### src/rtl/bkpt_pkg.sv
`timescale 1ns/1ps
package bkpt_pkg;
   localparam int WORD_W      = 32;
   localparam int REV_HALFWORD = 0;
   localparam int REV_FULL     = 1;
   localparam int SLOT_BASE   = 8;
   localparam int SLOT_STRIDE = 4;
   localparam int KEY_BIT     = 1;
   localparam int EN_BIT      = 0;
   localparam int MAX_SLOTS   = 127;

   // Control word image: revision, split slot count, enable.
   function automatic logic [WORD_W-1:0] ctrl_image(input int rev, input int nslot,
                                                    input logic en);
      logic [WORD_W-1:0] v;
      logic [6:0]        cnt;
      cnt       = 7'(nslot);
      v         = '0;
      v[31:28]  = 4'(rev);
      v[14:12]  = cnt[6:4];
      v[7:4]    = cnt[3:0];
      v[EN_BIT] = en;
      return v;
   endfunction
endpackage

### src/rtl/bkpt_ctrl.sv
`timescale 1ns/1ps
module bkpt_ctrl
   import bkpt_pkg::*;
#(
   parameter int NUM_CMP = 4,
   parameter int REV     = REV_HALFWORD
) (
   input  logic              clk,
   input  logic              rst_n,
   input  logic              wr_en,
   input  logic [WORD_W-1:0] wdata,
   output logic              glob_en,
   output logic [WORD_W-1:0] rd_val
);
   logic unused_wbits;
   assign unused_wbits = ^{wdata[WORD_W-1:2]};

   always_ff @(posedge clk or negedge rst_n) begin
      if (!rst_n)                         glob_en <= 1'b0;
      else if (wr_en && wdata[KEY_BIT])   glob_en <= wdata[EN_BIT];
   end

   assign rd_val = ctrl_image(REV, NUM_CMP, glob_en);
endmodule

### src/rtl/bkpt_slot.sv
`timescale 1ns/1ps
module bkpt_slot
   import bkpt_pkg::*;
#(
   parameter int REV = REV_HALFWORD
) (
   input  logic              clk,
   input  logic              rst_n,
   input  logic              wr_en,
   input  logic [WORD_W-1:0] wdata,
   input  logic [WORD_W-1:0] fetch_addr,
   output logic [WORD_W-1:0] rd_val,
   output logic              match
);
   generate
      if (REV == REV_HALFWORD) begin : g_half
         logic [1:0]  hw_code;
         logic [26:0] word_a;
         logic        slot_en;
         logic        lo_ok, hi_ok;
         logic        unused_wbits;
         assign unused_wbits = ^{wdata[29], wdata[1]};

         always_ff @(posedge clk or negedge rst_n) begin
            if (!rst_n) begin
               hw_code <= '0;
               word_a  <= '0;
               slot_en <= 1'b0;
            end else if (wr_en) begin
               hw_code <= wdata[31:30];
               word_a  <= wdata[28:2];
               slot_en <= wdata[EN_BIT];
            end
         end

         assign rd_val = {hw_code, 1'b0, word_a, 1'b0, slot_en};
         assign lo_ok  = hw_code[0] && (fetch_addr[1:0] == 2'b00);
         assign hi_ok  = hw_code[1] && (fetch_addr[1:0] == 2'b10);
         assign match  = slot_en && (fetch_addr[31:29] == 3'b000) &&
                         (fetch_addr[28:2] == word_a) && (lo_ok || hi_ok);
      end else begin : g_full
         logic [30:0] half_a;
         logic        slot_en;
         logic        unused_abit;
         assign unused_abit = fetch_addr[0];

         always_ff @(posedge clk or negedge rst_n) begin
            if (!rst_n) begin
               half_a  <= '0;
               slot_en <= 1'b0;
            end else if (wr_en) begin
               half_a  <= wdata[31:1];
               slot_en <= wdata[EN_BIT];
            end
         end

         assign rd_val = {half_a, slot_en};
         assign match  = slot_en && (fetch_addr[31:1] == half_a);
      end
   endgenerate
endmodule

### src/rtl/bkpt_prio.sv
`timescale 1ns/1ps
module bkpt_prio #(
   parameter int NUM_CMP = 4
) (
   input  logic               clk,
   input  logic               rst_n,
   input  logic [NUM_CMP-1:0] req,
   output logic [NUM_CMP-1:0] hit_vec,
   output logic               hit
);
   logic [NUM_CMP-1:0] lowest;
   // Isolate the least significant set bit.
   assign lowest = req & (~req + NUM_CMP'(1));

   always_ff @(posedge clk or negedge rst_n) begin
      if (!rst_n) begin
         hit_vec <= '0;
         hit     <= 1'b0;
      end else begin
         hit_vec <= lowest;
         hit     <= |req;
      end
   end
endmodule

### src/rtl/bkpt_unit.sv
`timescale 1ns/1ps
module bkpt_unit
   import bkpt_pkg::*;
#(
   parameter int NUM_CMP = 6,
   parameter int REV     = REV_HALFWORD,
   parameter int REG_AW  = 8
) (
   input  logic               clk,
   input  logic               rst_n,
   input  logic               reg_we,
   input  logic [REG_AW-1:0]  reg_addr,
   input  logic [31:0]        reg_wdata,
   output logic [31:0]        reg_rdata,
   input  logic               fetch_valid,
   input  logic [31:0]        fetch_addr,
   output logic               bp_hit,
   output logic [NUM_CMP-1:0] bp_hit_vec
);
   localparam int MAP_END = SLOT_BASE + SLOT_STRIDE * NUM_CMP;

   generate
      if (NUM_CMP < 1 || NUM_CMP > MAX_SLOTS) begin : g_bad_count
         $error("bkpt_unit: NUM_CMP out of range");
      end
      if (REV != REV_HALFWORD && REV != REV_FULL) begin : g_bad_rev
         $error("bkpt_unit: REV must be 0 or 1");
      end
      if (MAP_END > (1 << REG_AW)) begin : g_bad_aw
         $error("bkpt_unit: REG_AW too small for slot map");
      end
   endgenerate

   logic               ctrl_sel;
   logic               glob_en;
   logic [31:0]        ctrl_rd;
   logic [NUM_CMP-1:0] slot_sel;
   logic [NUM_CMP-1:0] slot_match;
   logic [NUM_CMP-1:0] slot_req;
   logic [31:0]        slot_rd [NUM_CMP];

   assign ctrl_sel = (reg_addr == '0);

   bkpt_ctrl #(.NUM_CMP(NUM_CMP), .REV(REV)) u_ctrl (
      .clk     (clk),
      .rst_n   (rst_n),
      .wr_en   (reg_we && ctrl_sel),
      .wdata   (reg_wdata),
      .glob_en (glob_en),
      .rd_val  (ctrl_rd)
   );

   generate
      for (genvar i = 0; i < NUM_CMP; i++) begin : g_slot
         assign slot_sel[i] = (reg_addr == REG_AW'(SLOT_BASE + SLOT_STRIDE * i));
         bkpt_slot #(.REV(REV)) u_slot (
            .clk        (clk),
            .rst_n      (rst_n),
            .wr_en      (reg_we && slot_sel[i]),
            .wdata      (reg_wdata),
            .fetch_addr (fetch_addr),
            .rd_val     (slot_rd[i]),
            .match      (slot_match[i])
         );
      end
   endgenerate

   assign slot_req = (fetch_valid && glob_en) ? slot_match : '0;

   bkpt_prio #(.NUM_CMP(NUM_CMP)) u_prio (
      .clk     (clk),
      .rst_n   (rst_n),
      .req     (slot_req),
      .hit_vec (bp_hit_vec),
      .hit     (bp_hit)
   );

   always_comb begin
      reg_rdata = ctrl_sel ? ctrl_rd : 32'h0;
      for (int i = 0; i < NUM_CMP; i++) begin
         if (slot_sel[i]) reg_rdata = reg_rdata | slot_rd[i];
      end
   end
endmodule

### config.mk
export PLATFORM = sky130hd
export DESIGN_NAME = bkpt_unit
export DESIGN_NICKNAME = d
export VERILOG_FILES = /design/src/rtl/bkpt_pkg.sv /design/src/rtl/bkpt_ctrl.sv /design/src/rtl/bkpt_slot.sv /design/src/rtl/bkpt_prio.sv /design/src/rtl/bkpt_unit.sv
export SDC_FILE = /design/constraint.sdc
export NUM_CORES = 1
export LEC_CHECK = 0
export BUFFER_PORTS_ARGS = -buffer_cell sky130_fd_sc_hd__buf_2
export CAP_MARGIN = 20
export CORE_ASPECT_RATIO = 1.4
export CORE_UTILIZATION = 40
export CTS_CLUSTER_DIAMETER = 60
export DETAILED_ROUTE_END_ITERATION = 8
export SETUP_SLACK_MARGIN = 0.2
export SLEW_MARGIN = 10
export SYNTH_ARGS = -nofsm -noshare
export SYNTH_HDL_FRONTEND = slang
export SYNTH_SLANG_ARGS = --single-unit
### constraint.sdc
create_clock -name clk -period 2 [get_ports clk]
set_input_delay 0.1 -clock clk [delete_from_list [all_inputs] [get_ports clk]]
set_output_delay 0.1 -clock clk [all_outputs]
set_load 0.02 [all_outputs]
# After elaboration in Yosys (flattened, before gate mapping)
# Index checks and enable logic that the tools add are counted.
classes:
  addsub: 1
  n_bitwise: 8
  n_reduce_logical: 49
  n_eq_ne: 13
  n_mux: 8
ops:
  columns: ["operator", "n"]
  rows:
  - ["$mux W32", 6]
  - ["$eq A27 B27 Y1", 6]
  - ["$or A32 B32 Y32", 5]
  - ["$logic_and A1 B1 Y1", 39]
  - ["$eq A8 B5 Y1 const B", 4]
  - ["$or A7 B32 Y32", 1]
  - ["$eq A8 B4 Y1 const B", 2]
  - ["$logic_not A8 Y1", 1]
  - ["$mux W7", 1]
  - ["$add A6 B1 Y6 const B", 1]
  - ["$and A6 B6 Y6", 1]
  - ["$logic_or A1 B1 Y1", 6]
  - ["$mux W6", 1]
  - ["$not A6 Y6", 1]
  - ["$reduce_or A6 Y1", 1]
  - ["$logic_not A3 Y1", 1]
  - ["$eq A2 B2 Y1 const B", 1]
  - ["$logic_not A2 Y1", 1]
word_totals:
  regBits: 188
  output_inout_bits: 39
  elab_cells: 100
  in_bits: 76

# Depth between registers and ports, before layout
depth:
  depth_word: 14
  mapped_depth: 7
  ltp_nobuf: 6

# By module
# Synthesis repeated with hierarchy kept, for this count alone.
hier_totals:
  cells_unflattened: 970
  hier_area_um2: 11462.2
by_module_without_submodules:
  columns: ["mod", "area_per_inst_um2", "cells_each", "n_inst", "seq_area_each_um2"]
  rows:
  - ["bkpt_slot", 1465.2, 106, 6, 750.7]
  - ["bkpt_unit", 2149.6, 282, 1, 0.0]
  - ["bkpt_ctrl", 291.5, 37, 1, 25.0]
  - ["bkpt_prio", 230.2, 15, 1, 175.2]

# Worst setup path before layout
# OpenSTA, ideal clock, no wires.
synth_timing:
  path_kind: "reg2reg"
  startpoint: "reg g_slot[0].u_slot.g_half.word_a[22]"
  endpoint: "reg u_prio.hit_vec[5]"
  path_stages_with_launch: 7
  synth_period_minus_slack_ps: 1713
  required_time_ps: 1872
  n_path_buf: 0
  arrival_time_ps: 1585
  setup_time_ps: 128
  path_slack_ps: 287
  path_cell_list: "dfrtp_1 -> xor2_1 -> nor4_1 -> nand3_1 -> or4_4 -> o2111ai_2 -> nor3b_1"
synth_between:
  elab_chain_cells: 7
synth_rtl:
  columns: ["element", "line", "rtl"]
  rows:
  - ["start, declared", "bkpt_slot.sv:18", "logic [26:0] word_a;"]
  - ["start signal, assigned", "bkpt_slot.sv:31", "word_a <= wdata[28:2];"]
  - ["$eq A27 B27 Y1", "bkpt_slot.sv:40", "(fetch_addr[28:2] == word_a) && (lo_ok || hi_ok);"]
  - ["$logic_and A1 B1 Y1", "bkpt_slot.sv:39", "assign match = slot_en && (fetch_addr[31:29] == 3'b000) &&"]
  - ["$logic_and A1 B1 Y1", "bkpt_slot.sv:40", null]
  - ["$mux W6", "bkpt_unit.sv:68", "assign slot_req = (fetch_valid && glob_en) ? slot_match : '0;"]
  - ["$not A6 Y6", "bkpt_prio.sv:13", "assign lowest = req & (~req + NUM_CMP'(1));"]
  - ["$add A6 B1 Y6", "bkpt_prio.sv:13", null]
  - ["$and A6 B6 Y6", "bkpt_prio.sv:13", null]
  - ["net u_prio.lowest[5]", "bkpt_prio.sv:11", "logic [NUM_CMP-1:0] lowest;"]
  - ["end signal, assigned", "bkpt_prio.sv:20", "hit_vec <= lowest;"]
  - ["end, declared", "bkpt_prio.sv:8", "output logic [NUM_CMP-1:0] hit_vec,"]
# The timed path passes the listed nets, and every way through them passes these cells.
# A chain may end at the register's enable or synchronous reset.

# Worst setup path in the final report
layout_timing:
  startpoint: "reg g_slot[2].u_slot.g_half.word_a[22]"
  endpoint: "reg u_prio.hit"
layout_between:
  elab_chain_cells: 5
layout_rtl:
  columns: ["element", "line", "rtl"]
  rows:
  - ["start, declared", "bkpt_slot.sv:18", null]
  - ["start signal, assigned", "bkpt_slot.sv:31", null]
  - ["$eq A27 B27 Y1", "bkpt_slot.sv:40", null]
  - ["$logic_and A1 B1 Y1", "bkpt_slot.sv:39", null]
  - ["$logic_and A1 B1 Y1", "bkpt_slot.sv:40", null]
  - ["$mux W6", "bkpt_unit.sv:68", null]
  - ["$reduce_or A6 Y1", "bkpt_prio.sv:21", "hit <= |req;"]
  - ["end signal, assigned", "bkpt_prio.sv:21", null]
  - ["end, declared", "bkpt_prio.sv:9", "output logic hit"]
# Every way passes these cells.

==> impl_metrics.env <==
export IMPL_yosysWarnings=0
export IMPL_root_buffer="clkbuf_16"
export IMPL_critPathLaunch="g_slot[2].u_slot.g_half.word_a[22]$_DFFE_PN0P_"
export IMPL_violations="setup timing"
export IMPL_synth_ff_type="dfrtp_1"
export IMPL_worstSetupEndpointType="flip-flop"
export IMPL_min_period_ns=2.02
export IMPL_hold_violations=0
export IMPL_port_buffers=111
export IMPL_instances_no_fill=1349
export IMPL_via_count=7816
export IMPL_synthArstFlopShare=1.00
export IMPL_diodes=0
export IMPL_worstSetupStartpointType="flip-flop"
export IMPL_clock_tree_htree_level_count=4
export IMPL_ys_seq_elements=188
export IMPL_io_pins=115
export IMPL_dieWidth_um=136
export IMPL_syn_inst=827
export IMPL_finalNetCount=1097
export IMPL_wl_um=35200
export IMPL_wl_per_cell_um=26.1
export IMPL_layout_setup_ws_ns=-0.0179
export IMPL_slew_headroom=0.622
export IMPL_area_growth_pct=33.5
export IMPL_total_power_mw=8.46
export IMPL_cts_buffer_depth=2
export IMPL_arrival_ns=2.40
export IMPL_grt_max_degree=58
export IMPL_synthTopCellsByCount="188 x dfrtp_1, 120 x mux2_1, 95 x xnor2_1"
export IMPL_ys_top_cells_by_area="dfrtp_1 47%, mux2_1 14%, xnor2_1 8.3%"
export IMPL_cp_max_fo=3
export IMPL_peakVddDrop_mv=0.649
export IMPL_drtAntennaViolNets=0
export IMPL_antenna_found_initial=0
export IMPL_reg2reg_depth=7
export IMPL_crit_end="u_prio.hit$_DFF_PN0_"
export IMPL_rrSetupSlack_ns=-0.02
export IMPL_netlist_area_leader_share=0.470
export IMPL_critPathTopFamily="simple AND/OR/NAND/NOR gates"
export IMPL_tritoncts="built"
export IMPL_insertion_delay_ns=0.45
export IMPL_yosysSeqAreaShare=0.470
export IMPL_dp_hpwl_um=23800
export IMPL_drv_slew=0
export IMPL_path_depth=7
export IMPL_clk_pin_slew_ns=0.08
export IMPL_final_core_util=0.544
export IMPL_status="finished with violations"
export IMPL_hold_class="in2reg"
export IMPL_path_class="reg2reg"
export IMPL_worst_pin_slew_ns=0.552
export IMPL_final_setup_skew_ns=0.0102
export IMPL_r2r_start="g_slot[2].u_slot.g_half.word_a[22]$_DFFE_PN0P_"
export IMPL_syn_area_um2=10000
export IMPL_syn_mean_instance_area_um2=12.1
export IMPL_crit_path_top_delay_cell="or4_4"
export IMPL_synth_edf_count=0
export IMPL_place_area_um2=11400
export IMPL_grt_usage=0.287
export IMPL_synth_cell_types=30
export IMPL_num_rows=68
export IMPL_r2r_end="u_prio.hit$_DFF_PN0_"
export IMPL_finalWeightedCongestion=0.935
export IMPL_cts_buffers=17
export IMPL_dieArea_um2=25700
export IMPL_rsz0062_at_grt="yes"
export IMPL_yosys_area_top_type="dfrtp_1"
export IMPL_fin_crit_sh=1.01
export IMPL_coreArea_um2=24600
export IMPL_finalSetupViolations=2
export IMPL_drv_cap=0
export IMPL_yosysMostFrequentCell="dfrtp_1"
export IMPL_multi_input_area_um2=5430
export IMPL_drc=0
export IMPL_dp_cells=1266
export IMPL_start_util=0.407
export IMPL_grt_pass1_vias=7969
export IMPL_cellPowerDensity_nw_per_um2=633
export IMPL_p_leak_nw=6.51
export IMPL_viasPerCell=5.79
export IMPL_cts_num_sinks=188
export IMPL_final_cell_area_um2=13400
export IMPL_critPathBufInv=1
export IMPL_grt_pass1_wl_um=52100
export IMPL_path_cells="xor2_1, nor4_2, buf_4, nand4_1, or4_4, o2111ai_2, nand3b_1"
export IMPL_max_freq_mhz=496
export IMPL_drive_above_1_share=0.383
export IMPL_dr_pass1_iters=7
export IMPL_die_y_um=189
export IMPL_drt_iter0_drc=626
export IMPL_overflow=0
export IMPL_cp_required_ns=2.38
export IMPL_fillers=2099
export IMPL_ff_latch_area_um2=4700
export IMPL_max_stage_delay_ns=0.45
through the flow:
stage	hold slack, ns	worst slack (ns)	setup TNS, ns
5_1_grt	0.0246	-0.0886	-0.366
3_5_place_dp	0.0528	-0.113	-0.572
6_report	0.0361	-0.0179	-0.0353
3_3_place_gp	0.0537	-0.0892	-0.406
2_1_floorplan	-0.196	0.287	0
4_1_cts	0.0117	0.0319	0
kinds of logic after synthesis:
kind of cell / Yosys count / synth area share
AOI/OAI and AO/OA: 91 / 0.0690
xor gates and xnor gates: 162 / 0.142
buffers and inverters: 71 / 0.0349
DFF: 188 / 0.470
muxes: 189 / 0.212
other: 1 / 0.000375
and+or+nand+nor: 125 / 0.0720
area by class of cell:
| type | instances | share of cell area |
|---|---|---|
| clock inverters | 14 | 0.00843 |
| multi-input cells | 569 | 0.406 |
| repair buffers | 244 | 0.171 |
| inverters | 1 | 0.000281 |
| flip-flops and latches | 188 | 0.352 |
| clock buffers | 18 | 0.0321 |
| well taps | 315 | 0.0295 |
state kept, by name, indices dropped and copies added (netlist names):
| signal | cells |
|---|---|
| g_slot.u_slot.g_half.word_a | 162 |
| u_prio.hit_vec | 6 |
| g_slot.u_slot.g_half.slot_en | 6 |
| u_prio.hit | 1 |
| u_ctrl.glob_en | 1 |
| g_slot.u_slot.g_half.hw_code | 12 |
worst min path at each step:
stage,endpoint,start,slack [ns],depth (start not counted)
finish,g_slot[1].u_slot.g_half.slot_en$_DFFE_PN0P_,reg_wdata[0],0.04,2
CTS,g_slot[3].u_slot.g_half.slot_en$_DFFE_PN0P_,reg_wdata[0],0.01,2
global route,g_slot[2].u_slot.g_half.slot_en$_DFFE_PN0P_,reg_wdata[0],0.02,2
floorplan,g_slot[0].u_slot.g_half.hw_code[0]$_DFFE_PN0P_,rst_n,-0.20,0
global placement,g_slot[5].u_slot.g_half.word_a[17]$_DFFE_PN0P_,rst_n,0.05,1
detailed placement,g_slot[5].u_slot.g_half.word_a[17]$_DFFE_PN0P_,rst_n,0.05,1
where the power goes:
group	total, mW	internal [mW]	switching (mW)	leakage, nW
clock network	3.21	1.61	1.60	0.243
registers	4.15	3.97	0.176	2.59
logic	1.10	0.496	0.604	3.67
per-layer routing:
metal	track usage	vias up	share of wire
met2	0.470	329	0.49
met3	0.0522	96	0.060
met4	0.156	0	0.056
met5	0	-	0
met1	0.356	4006	0.39
li1	-	3385	-
worst register-to-register path: stages (launching register included):
cell,delay [ns]
dfrtp_1,0.40
xor2_1,0.21
nor4_2,0.36
buf_4,0.18
nand4_1,0.10
or4_4,0.45
o2111ai_2,0.12
nand3b_1,0.13
repair_timing:
item,in CTS,in global routing
endpoints found under the setup margin,37,37
resized for setup,86,88
hold buffers,30,0
pin swaps,28,36
buffers inserted,13,0
hold endpoints to repair,326,0
gates cloned,7,1
cell usage in the layout, fill, tap and decap left out, drive strengths merged, types with 12 or more instances in the layout:
cell type / netlist / layout
nand4: 27 / 27
clkbuf: 26 / 20
xor2: 67 / 67
nand3: 34 / 34
xnor2: 95 / 95
mux2: 182 / 182
dlygate4sd3: 0 / 30
dfrtp: 188 / 188
a22oi: 85 / 85
nor4: 21 / 21
nand2: 12 / 12
buf: 44 / 212
Note: power is estimated with default switching activity, not from simulation.
